[src/rtl/cond_eval_pkg.sv]
package cond_eval_pkg;

    typedef enum logic [1:0] {
        MODE_INT  = 2'd0,
        MODE_FP   = 2'd1,
        MODE_REG  = 2'd2,
        MODE_RSVD = 2'd3
    } eval_mode_e;

    typedef struct packed {
        logic n;
        logic z;
        logic v;
        logic c;
    } iflags_t;

    typedef enum logic [1:0] {
        FCMP_EQ = 2'd0,
        FCMP_LT = 2'd1,
        FCMP_GT = 2'd2,
        FCMP_UN = 2'd3
    } fcmp_e;

endpackage

[src/rtl/cond_int_eval.sv]
module cond_int_eval
    import cond_eval_pkg::*;
(
    input  logic [3:0] code,
    input  logic       use_wide,
    input  logic [3:0] narrow_f,
    input  logic [3:0] wide_f,
    output logic       hit
);
    iflags_t   f;
    logic [7:0] neg_half;
    logic [7:0] pos_half;

    assign f = iflags_t'(use_wide ? wide_f : narrow_f);

    always_comb begin
        neg_half[0] = 1'b0;
        neg_half[1] = f.z;
        neg_half[2] = f.z | (f.n ^ f.v);
        neg_half[3] = f.n ^ f.v;
        neg_half[4] = f.c | f.z;
        neg_half[5] = f.c;
        neg_half[6] = f.n;
        neg_half[7] = f.v;
    end

    always_comb begin
        pos_half[0] = 1'b1;
        pos_half[1] = !f.z;
        pos_half[2] = !f.z & (f.n ~^ f.v);
        pos_half[3] = f.n ~^ f.v;
        pos_half[4] = !f.c & !f.z;
        pos_half[5] = !f.c;
        pos_half[6] = !f.n;
        pos_half[7] = !f.v;
    end

    assign hit = code[3] ? pos_half[code[2:0]] : neg_half[code[2:0]];

    // each upper-half test is the exact inverse of its lower partner
    always_comb begin
        p_int_pairs_r1: assert ((pos_half ^ neg_half) == 8'hFF)
            else $error("integer test pair not complementary");
    end

endmodule

[src/rtl/cond_fp_eval.sv]
module cond_fp_eval
    import cond_eval_pkg::*;
#(
    parameter int NUM_FCC = 4,
    localparam int IDX_W  = (NUM_FCC > 1) ? $clog2(NUM_FCC) : 1
) (
    input  logic [3:0]           code,
    input  logic [2*NUM_FCC-1:0] fields,
    input  logic [IDX_W-1:0]     idx,
    output logic                 hit
);
    logic [1:0] fld [NUM_FCC];
    fcmp_e      rel;
    logic       e, l, g, u;
    logic [7:0] lo_half;
    logic [7:0] hi_half;

    for (genvar k = 0; k < NUM_FCC; k++) begin : g_field
        assign fld[k] = fields[2*k +: 2];
    end

    assign rel = fcmp_e'(fld[idx]);
    assign e = (rel == FCMP_EQ);
    assign l = (rel == FCMP_LT);
    assign g = (rel == FCMP_GT);
    assign u = (rel == FCMP_UN);

    always_comb begin
        lo_half[0] = 1'b0;
        lo_half[1] = l | g | u;
        lo_half[2] = l | g;
        lo_half[3] = l | u;
        lo_half[4] = l;
        lo_half[5] = g | u;
        lo_half[6] = g;
        lo_half[7] = u;
        hi_half[0] = 1'b1;
        hi_half[1] = e;
        hi_half[2] = e | u;
        hi_half[3] = e | g;
        hi_half[4] = e | g | u;
        hi_half[5] = e | l;
        hi_half[6] = e | l | u;
        hi_half[7] = e | l | g;
    end

    assign hit = code[3] ? hi_half[code[2:0]] : lo_half[code[2:0]];

    // the relation decode yields exactly one outcome, so the halves mirror
    always_comb begin
        p_fp_pairs_r5: assert ((hi_half ^ lo_half) == 8'hFF)
            else $error("floating-point test pair not complementary");
        p_fp_onehot_r4: assert ($onehot({e, l, g, u}))
            else $error("field decode not one-hot");
    end

endmodule

[src/rtl/cond_reg_eval.sv]
module cond_reg_eval #(
    parameter int DATA_W = 64
) (
    input  logic [2:0]        code,
    input  logic [DATA_W-1:0] val,
    output logic              hit
);
    logic       is_zero;
    logic       is_neg;
    logic [7:0] tv;

    assign is_zero = (val == '0);
    assign is_neg  = val[DATA_W-1];

    always_comb begin
        tv[0] = 1'b0;
        tv[1] = is_zero;
        tv[2] = is_neg | is_zero;
        tv[3] = is_neg;
        tv[4] = 1'b0;
        tv[5] = !is_zero;
        tv[6] = !is_neg & !is_zero;
        tv[7] = !is_neg;
    end

    assign hit = tv[code];

    always_comb begin
        // the two unused codes never report true
        p_reg_rsvd_r7: assert (!((code[1:0] == 2'b00) && hit))
            else $error("unused register code returned true");
        // each test and its code-bit-2 partner disagree
        p_reg_pairs_r6: assert ((tv[7:5] ^ tv[3:1]) == 3'b111)
            else $error("register test pair not complementary");
    end

endmodule

[src/rtl/cond_eval.sv]
module cond_eval
    import cond_eval_pkg::*;
#(
    parameter int DATA_W  = 64,
    parameter int NUM_FCC = 4,
    localparam int IDX_W  = (NUM_FCC > 1) ? $clog2(NUM_FCC) : 1
) (
    input  logic [1:0]           mode,
    input  logic [3:0]           cond,
    input  logic                 wide_sel,
    input  logic [3:0]           icc,
    input  logic [3:0]           xcc,
    input  logic [2*NUM_FCC-1:0] fcc_all,
    input  logic [IDX_W-1:0]     fcc_idx,
    input  logic [DATA_W-1:0]    reg_val,
    output logic                 take
);
    eval_mode_e m;
    logic       int_hit;
    logic       fp_hit;
    logic       reg_hit;

    assign m = eval_mode_e'(mode);

    cond_int_eval u_int (
        .code     (cond),
        .use_wide (wide_sel),
        .narrow_f (icc),
        .wide_f   (xcc),
        .hit      (int_hit)
    );

    cond_fp_eval #(.NUM_FCC(NUM_FCC)) u_fp (
        .code   (cond),
        .fields (fcc_all),
        .idx    (fcc_idx),
        .hit    (fp_hit)
    );

    cond_reg_eval #(.DATA_W(DATA_W)) u_reg (
        .code (cond[2:0]),
        .val  (reg_val),
        .hit  (reg_hit)
    );

    always_comb begin
        unique case (m)
            MODE_INT:  take = int_hit;
            MODE_FP:   take = fp_hit;
            MODE_REG:  take = reg_hit;
            MODE_RSVD: take = 1'b0;
            default:   take = 1'b0;
        endcase
    end

    // reserved mode never asserts the result, whatever the evaluators say
    always_comb begin
        p_rsvd_mode_r8: assert (!((mode == 2'd3) && take))
            else $error("reserved mode returned true");
    end

endmodule

[config.mk]
export PLATFORM = sky130hd
export DESIGN_NAME = cond_eval
export DESIGN_NICKNAME = d
export VERILOG_FILES = /design/src/rtl/cond_eval_pkg.sv /design/src/rtl/cond_int_eval.sv /design/src/rtl/cond_fp_eval.sv /design/src/rtl/cond_reg_eval.sv /design/src/rtl/cond_eval.sv
export SDC_FILE = /design/constraint.sdc
export NUM_CORES = 1
export LEC_CHECK = 0
export BUFFER_PORTS_ARGS = -buffer_cell sky130_fd_sc_hd__clkbuf_2
export CORE_MARGIN = 1
export CORE_UTILIZATION = 29
export DETAILED_ROUTE_END_ITERATION = 16
export PLACE_DENSITY = 0.91
export SLEW_MARGIN = 5
export SYNTH_ARGS = -nofsm -noshare
export SYNTH_HDL_FRONTEND = slang
export SYNTH_SLANG_ARGS = --single-unit
[constraint.sdc]
create_clock -name vclk -period 2.4
set_clock_uncertainty 0.05 [all_clocks]
set_input_delay 0.36 -clock vclk [all_inputs]
set_output_delay 0.36 -clock vclk [all_outputs]
set_load 0.02 [all_outputs]
# Yosys cells after proc, flatten, opt, wreduce, memory -nomap -nowiden
# Index checks and enable logic that the tools add are counted.
totals:
  register_bits: 0
  output_inout_bits: 1
  wordCells: 53
classes:
  magnitude_cmp: 2
  eq_ne: 6
  muxes: 17
  bitwise_logic: 19
  n_reduce_logical: 9
ops:
  columns: ["operator", "n"]
  rows:
  - ["$logic_not 64->1", 1]
  - ["$bmux 1 s3", 5]
  - ["$or 1x1->1", 13]
  - ["$eq 2x2->1 const B", 4]
  - ["$mux 1", 7]
  - ["$logic_not 1->1", 6]
  - ["$bmux 2 s2", 1]
  - ["$eq 2x1->1 const B", 2]
  - ["$logic_not 2->1", 2]
  - ["$lt 3x4->1 const B", 1]
  - ["$mux 2", 2]
  - ["$mux 4", 1]
  - ["$pmux 1 s4", 1]
  - ["$and 1x1->1", 3]
  - ["$ge 3x3->1 const B", 1]
  - ["$not 2->3", 1]
  - ["$xnor 1x1->1", 1]
  - ["$xor 1x1->1", 1]

# Depth between registers and ports, before layout
# Gate-level depths: netlist of run 1.
logic_depth:
  ltp_word: 11
  depth_mapped: 8

# By module
# A second synthesis of run 1 with hierarchy kept.
hier_totals:
  hier_cells: 76
  hier_area_um2: 673.1
by_module_without_submodules:
  columns: ["mod", "instances", "cells_per_inst", "area_each_um2", "seq_area_each_um2"]
  rows:
  - ["cond_fp_eval", 1, 26, 265.3, 0.0]
  - ["cond_reg_eval", 1, 30, 224.0, 0.0]
  - ["cond_int_eval", 1, 17, 161.4, 0.0]
  - ["cond_eval", 1, 3, 22.5, 0.0]

# Worst setup path before layout of run 1
# Ideal clock, no wire load.
synth_timing:
  kind: "in2out"
  start: "in fcc_idx[0]"
  end: "out take"
  arrival_ns: 2.048
  slack_ns: -0.058
  cell_stages: 7
  cell_sequence: "mux4_2 inv_1 ha_1 o21ai_0 a311oi_1 o2111ai_1 a22oi_1"
synth_between:
  elab_chain_len: 11
  word_cells_on_any_way: 24
  cone_classes: "3 x eq/ne; 9 x mux; 11 x bitwise; 1 x reduce/logical"
synth_rtl:
  columns: ["element", "line", "source"]
  rows:
  - ["start: declaration", "cond_eval.sv:14", "input logic [IDX_W-1:0] fcc_idx,"]
  - ["$not 2->3 (not written as such) *", "cond_fp_eval.sv:22", "assign rel = fcmp_e'(fld[idx]);"]
  - ["$bmux 2 s2 *", "cond_fp_eval.sv:22", null]
  - ["$mux 2 (not written as such) * (2 in series)", "cond_fp_eval.sv:22", null]
  - ["$eq 2x1->1, or another cell as far along", "cond_fp_eval.sv:24", "assign l = (rel == FCMP_LT);"]
  - ["$or 1x1->1 (on tied branches) (2 in series)", null, null]
  - ["$bmux 1 s3", "cond_fp_eval.sv:47", "assign hit = code[3] ? hi_half[code[2:0]] : lo_half[code[2:0]];"]
  - ["$mux 1 (not written as such)", "cond_fp_eval.sv:47", null]
  - ["$mux 1 *", "cond_fp_eval.sv:47", null]
  - ["$pmux 1 s4 *", "cond_eval.sv:47", "unique case (m)"]
  - ["end: declaration", "cond_eval.sv:16", "output logic take"]
# Mark *: on every way between the ends. The rest lies on a longest branch, timed or not. The select of a mux whose other input is x is not followed.

# Final worst setup path of run 1
# Same ends and word-level chain as after synthesis.

==> impl_metrics.csv, run 1 <==
group,metric,value,unit
timing,tightest_slew,0.3729,ns
clock_network,cts_hold_buffers,0,
power_and_ir_drop,p_total,232.8,uW
timing,slew_headroom,74.91,%
die,die_w,49.09,um
synthesis,syn_inst,82,
synthesis,yosysUniqueCellTypes,32,
setup_path,endpoint,"take",
outcome,status,"complete, but fails checks",
finish,regArea,0,um^2
finish,n_fill_cell,197,
power_and_ir_drop,p_seq_share,0,%
die,die_h,49.09,um
timing,finalMaxSlewViolations,0,
die,coreArea,2022,um^2
place,gp_congestion,0.8061,
detailed_routing,vias,1080,
finish,nets,274,
grt,grt.total_usage,21.15,%
setup_path,worstPathArrival,2.19,ns
timing,grt_setup_unrepaired,"true",
finish,n_clock_buffer,0,
setup_path,crit_required,1.99,ns
power_and_ir_drop,ir_drop,110.7,uV
die,fp.dieArea,2410,um^2
finish,final_common_cell,"clkbuf_2",
timing,setup_viol,1,
finish,area_delta_synth_final,100.8,%
detailed_routing,drtIter0Drc,11,
synthesis,synthesis.nets,177,
detailed_routing,route.detailed.drc,0,
outcome,violations,"setup timing",
synthesis,yosysWarningCount,0,
die,initial_core_util,31.81,%
place,dp_hpwl,2.282,mm
detailed_routing,viasPerCell,5.294,
place,place_area,1166,um^2
grt,overflow,0,
timing,period_share,108.2,%
detailed_routing,ant_nets,0,
timing,period_needed,2.596,ns
finish,drive_gt1_share,68.36,%
timing,fin_setup_tns,-0.1964,ns
detailed_routing,drt-total-wl,2.584,mm
finish,fin_area,1291,um^2
die,pin_count,90,
timing,setup_ws,-0.1964,ns
setup_path,cp-start-kind,"input port",
finish,multi_input_area,699.4,um^2
grt,antenna_found_initial,0,
finish,design.seq.count,0,
power_and_ir_drop,powerDensity,180.3,nW/um^2
power_and_ir_drop,combinationalPowerShare,100.0,%
worst_hold_path,min_from,"mode[0]",
setup_path,crit_type,"input port to primary output",
power_and_ir_drop,p_int,133.1,uW
grt,grt_max_degree,14,
timing,clock.fmax,385.2,MHz
place,portBuffers,90,
finish,most-common-layout-cells,"clkbuf_2 (88), nor4_1 (12), buf_4 (6)",
grt,grt_pass1_wl,4.140,mm
grt,grt_pass1_vias,1077,
finish,diodes,0,
timing,hold_viol,0,
detailed_routing,detail_route.wl_per_cell,12.67,um
detailed_routing,first_pass_iters,4,
power_and_ir_drop,p_sw,99.65,uW
synthesis,synthesis.area,643.1,um^2
synthesis,synth-seq-area-share,0,%
die,std_cell_rows,16,
synthesis,postSynthAreaPerCell,7.843,um^2
power_and_ir_drop,clkPwrFrac,0,%
worst_hold_path,hp-class,"input port to primary output",
power_and_ir_drop,leakage,0.6353,nW
setup_path,startpoint,"fcc_idx[0]",
power_and_ir_drop,swShare,42.81,%
flow_run,maxCapViolCount,0,
setup_path,crit_fanout,3,
setup_path,worstSetupEndpointType,"primary output",
area by class of cell:
class                      instances  area share [%]
tap                               27           2.616
multi-input combinational         74           54.17
inverter                           5           1.647
timing repair buffer              98           41.57
worst max-delay path: stages:
cell and delay [ns]:
buf_8 0.08, mux4_2 0.53, inv_4 0.12, ha_4 0.14, nand2b_4 0.05, or2_4 0.23
a31o_4 0.22, o2111ai_2 0.19, a22oi_2 0.10, clkbuf_8 0.16
power by group through the flow:
stage	registers, mW	clock network (mW)	logic (mW)
6_report	0	0	0.233
5_1_grt	0	0	0.253
4_1_cts	0	0	0.219
3_5_place_dp	0	0	0.191
3_3_place_gp	0	0	0.186
2_1_floorplan	0	0	0.0851
worst min-delay path by stage:
stage	to	cells past startpoint
CTS	take	4
detailed placement	take	4
global route	take	4
finish	take	4
floorplan	take	3
global placement	take	4
synth_stat cells, types with 3 or more instances:
master / number / area, um^2
nor4_1: 12 / 75.07
ha_1: 6 / 75.07
inv_1: 5 / 18.77
nand2_1: 5 / 18.77
nor4_2: 5 / 62.56
nand4_1: 4 / 25.02
nor2_1: 4 / 15.01
o21ai_0: 4 / 20.02
mux4_2: 3 / 67.56
what timing repair did:
| action | 4_1_cts | 5_1_grt |
|---|---|---|
| endpoints found under the setup margin | 1 | 1 |
| buffers inserted | 2 | 0 |
| pin swaps | 4 | 6 |
| gates resized for setup | 10 | 11 |
| hold endpoints to repair | 0 | 0 |
cells by family after synthesis:
family	share of synthesized area (%)
mux	17.12
xor+xnor	5.448
compound gates	19.46
fa+ha+maj	11.67
buf+inv	5.643
simple gates	40.66
layer usage:
metal,routed length (um),global-route usage (%),vias up
met2,1410,44.98,56
met4,19,3.431,0
met1,985,21.62,495
met5,0,0,-
li1,-,-,527
met3,168,1.869,2
per-stage QoR:
step | hold WS, ns | utilization, % | setup WS (ns) | instances
3_3_place_gp | 1.110 | 57.67 | -0.2201 | 202
5_1_grt | 1.160 | 63.86 | -0.2636 | 204
6_report | 1.128 | 63.86 | -0.1964 | 204
4_1_cts | 1.121 | 61.57 | -0.1992 | 204
3_5_place_dp | 1.121 | 57.67 | -0.2526 | 202
2_1_floorplan | 0.8663 | - | 0.002778 | 82
Note: power is estimated with default switching activity, not from simulation.
==> run 2, diff against run 1 <==
--- a/config.mk
+++ b/config.mk
@@ -5,7 +5,7 @@
 export SDC_FILE = /design/constraint.sdc
 export NUM_CORES = 1
 export LEC_CHECK = 0
-export BUFFER_PORTS_ARGS = -buffer_cell sky130_fd_sc_hd__clkbuf_2
+export BUFFER_PORTS_ARGS = -buffer_cell sky130_fd_sc_hd__buf_2
 export CORE_MARGIN = 1
 export CORE_UTILIZATION = 29
 export DETAILED_ROUTE_END_ITERATION = 16
==> run 2 against run 1 <==
Compared with the run above: the flow still finishes with violations (setup timing); power fell by 2.1%; critical path depth did not move; combinational power fell by 2%; via count fell by 2.5%; die area did not move; routed wire length fell by 0.23%; utilization fell by 1.7 points.
==> impl_metrics.csv, run 2 (synthesis results as in run 1) <==
group,metric,value,unit
timing,clock.fmax,387.9,MHz
power_and_ir_drop,ir_drop,116.7,uV
power_and_ir_drop,powerDensity,181.1,nW/um^2
finish,most-common-layout-cells,"buf_2 (88), nor4_1 (12), nor4_2 (5), buf_4 (5)",
die,initial_core_util,31.81,%
setup_path,crit_required,1.99,ns
grt,grt_pass1_wl,4.043,mm
grt,grt_max_degree,16,
detailed_routing,ant_nets,0,
finish,design.seq.count,0,
timing,period_share,107.4,%
setup_path,worst_path_max_delay_cell,"mux4_2",
detailed_routing,drtIter0Drc,4,
timing,grt_setup_unrepaired,"true",
finish,drive_gt1_share,68.97,%
detailed_routing,top_layer,"met4",
finish,n_fill_cell,189,
detailed_routing,drt-total-wl,2.578,mm
setup_path,cp-start-kind,"input port",
place,portBuffers,90,
outcome,violations,"setup timing",
finish,nets,271,
finish,regArea,0,um^2
finish,area_delta_synth_final,95.53,%
grt,overflow,0,
die,std_cell_rows,16,
place,dp_hpwl,2.185,mm
timing,fin_setup_tns,-0.1777,ns
detailed_routing,detail_route.wl_per_cell,12.83,um
die,die_w,49.09,um
setup_path,max_stage_delay,0.53,ns
die,coreArea,2022,um^2
power_and_ir_drop,leakage,0.5999,nW
timing,period_needed,2.578,ns
die,die_h,49.09,um
place,post-place-ws,-0.2466,ns
flow_run,maxCapViolCount,0,
setup_path,worstPathArrival,2.17,ns
timing,setup_viol,1,
outcome,status,"complete, but fails checks",
timing,tightest_slew,0.3692,ns
grt,grt.total_usage,20.53,%
grt,antenna_found_initial,0,
setup_path,worstSetupEndpointType,"primary output",
worst_hold_path,hp-class,"input port to primary output",
power_and_ir_drop,p_total,227.8,uW
detailed_routing,viasPerCell,5.239,
timing,hold_viol,0,
detailed_routing,first_pass_iters,4,
clock_network,cts_hold_buffers,0,
detailed_routing,route.met3.wl,192,um
finish,diodes,0,
detailed_routing,wl_met2,1.391,mm
setup_path,path_cells,"buf_8 -> mux4_2 -> inv_4 -> ha_4 -> nand2b_4 -> buf_6 -> a311oi_2 -> o2111ai_2 -> a22oi_2 -> buf_4",
timing,slew_headroom,75.16,%
place,gp_congestion,0.8062,
die,fp.dieArea,2410,um^2
detailed_routing,wl_met1,967,um
finish,n_clock_buffer,0,
timing,finalMaxSlewViolations,0,
detailed_routing,vias,1053,
die,pin_count,90,
finish,final_common_cell,"buf_2",
timing,setup_ws,-0.1777,ns
setup_path,crit_type,"input port to primary output",
setup_path,crit_fanout,3,
detailed_routing,route.detailed.drc,0,
finish,utilization,62.19,%
grt,grt_pass1_vias,978,
-- run 2: critical path: cells and delay by family --
kind	cells	cell delay [ns]
multiplexers	1	0.53
AND/OR/NAND/NOR	1	0.05
adder cells (fa/ha/maj)	1	0.14
AO/OA/AOI/OAI	3	0.63
buffers and inverters	4	0.45
-- run 2: worst paths after layout --
check | start | end | slack (ns) | cells after the start
min | mode[0] | take | 1.10 | 4
max | fcc_idx[0] | take | -0.18 | 10
-- run 2: timing repair --
action | CTS | global route
setup buffers | 1 | 0
pin swaps | 4 | 6
cloned | 0 | 0
setup endpoints to repair | 1 | 1
gates resized for setup | 11 | 9
-- run 2: area by class of cell --
class              instances  area [um^2]  share of cell area [%]
well taps                 27        33.78                   2.687
multi-input cells         74        698.2                   55.52
inverters                  5        21.27                   1.692
repair buffers            95        504.2                   40.10
-- run 2: stage by stage --
stage	area, um^2	hold slack [ns]	instances
after floorplan	654.4	0.8663	82
after global placement	1151	1.107	200
after CTS	1212	1.101	201
after global routing	1257	1.118	201
final	1257	1.096	201
after detailed placement	1151	1.115	200
-- run 2: power breakdown --
part / total, mW / internal, mW / switching (mW)
registers: 0 / 0 / 0
logic: 0.228 / 0.128 / 0.0996
clock network: 0 / 0 / 0
-- run 2: layer usage --
layer  vias up  track usage (%)
li1        520                -
met1       475            21.54
met2        54            41.32
met3         4            4.050
met4         0            3.431
met5         -                0
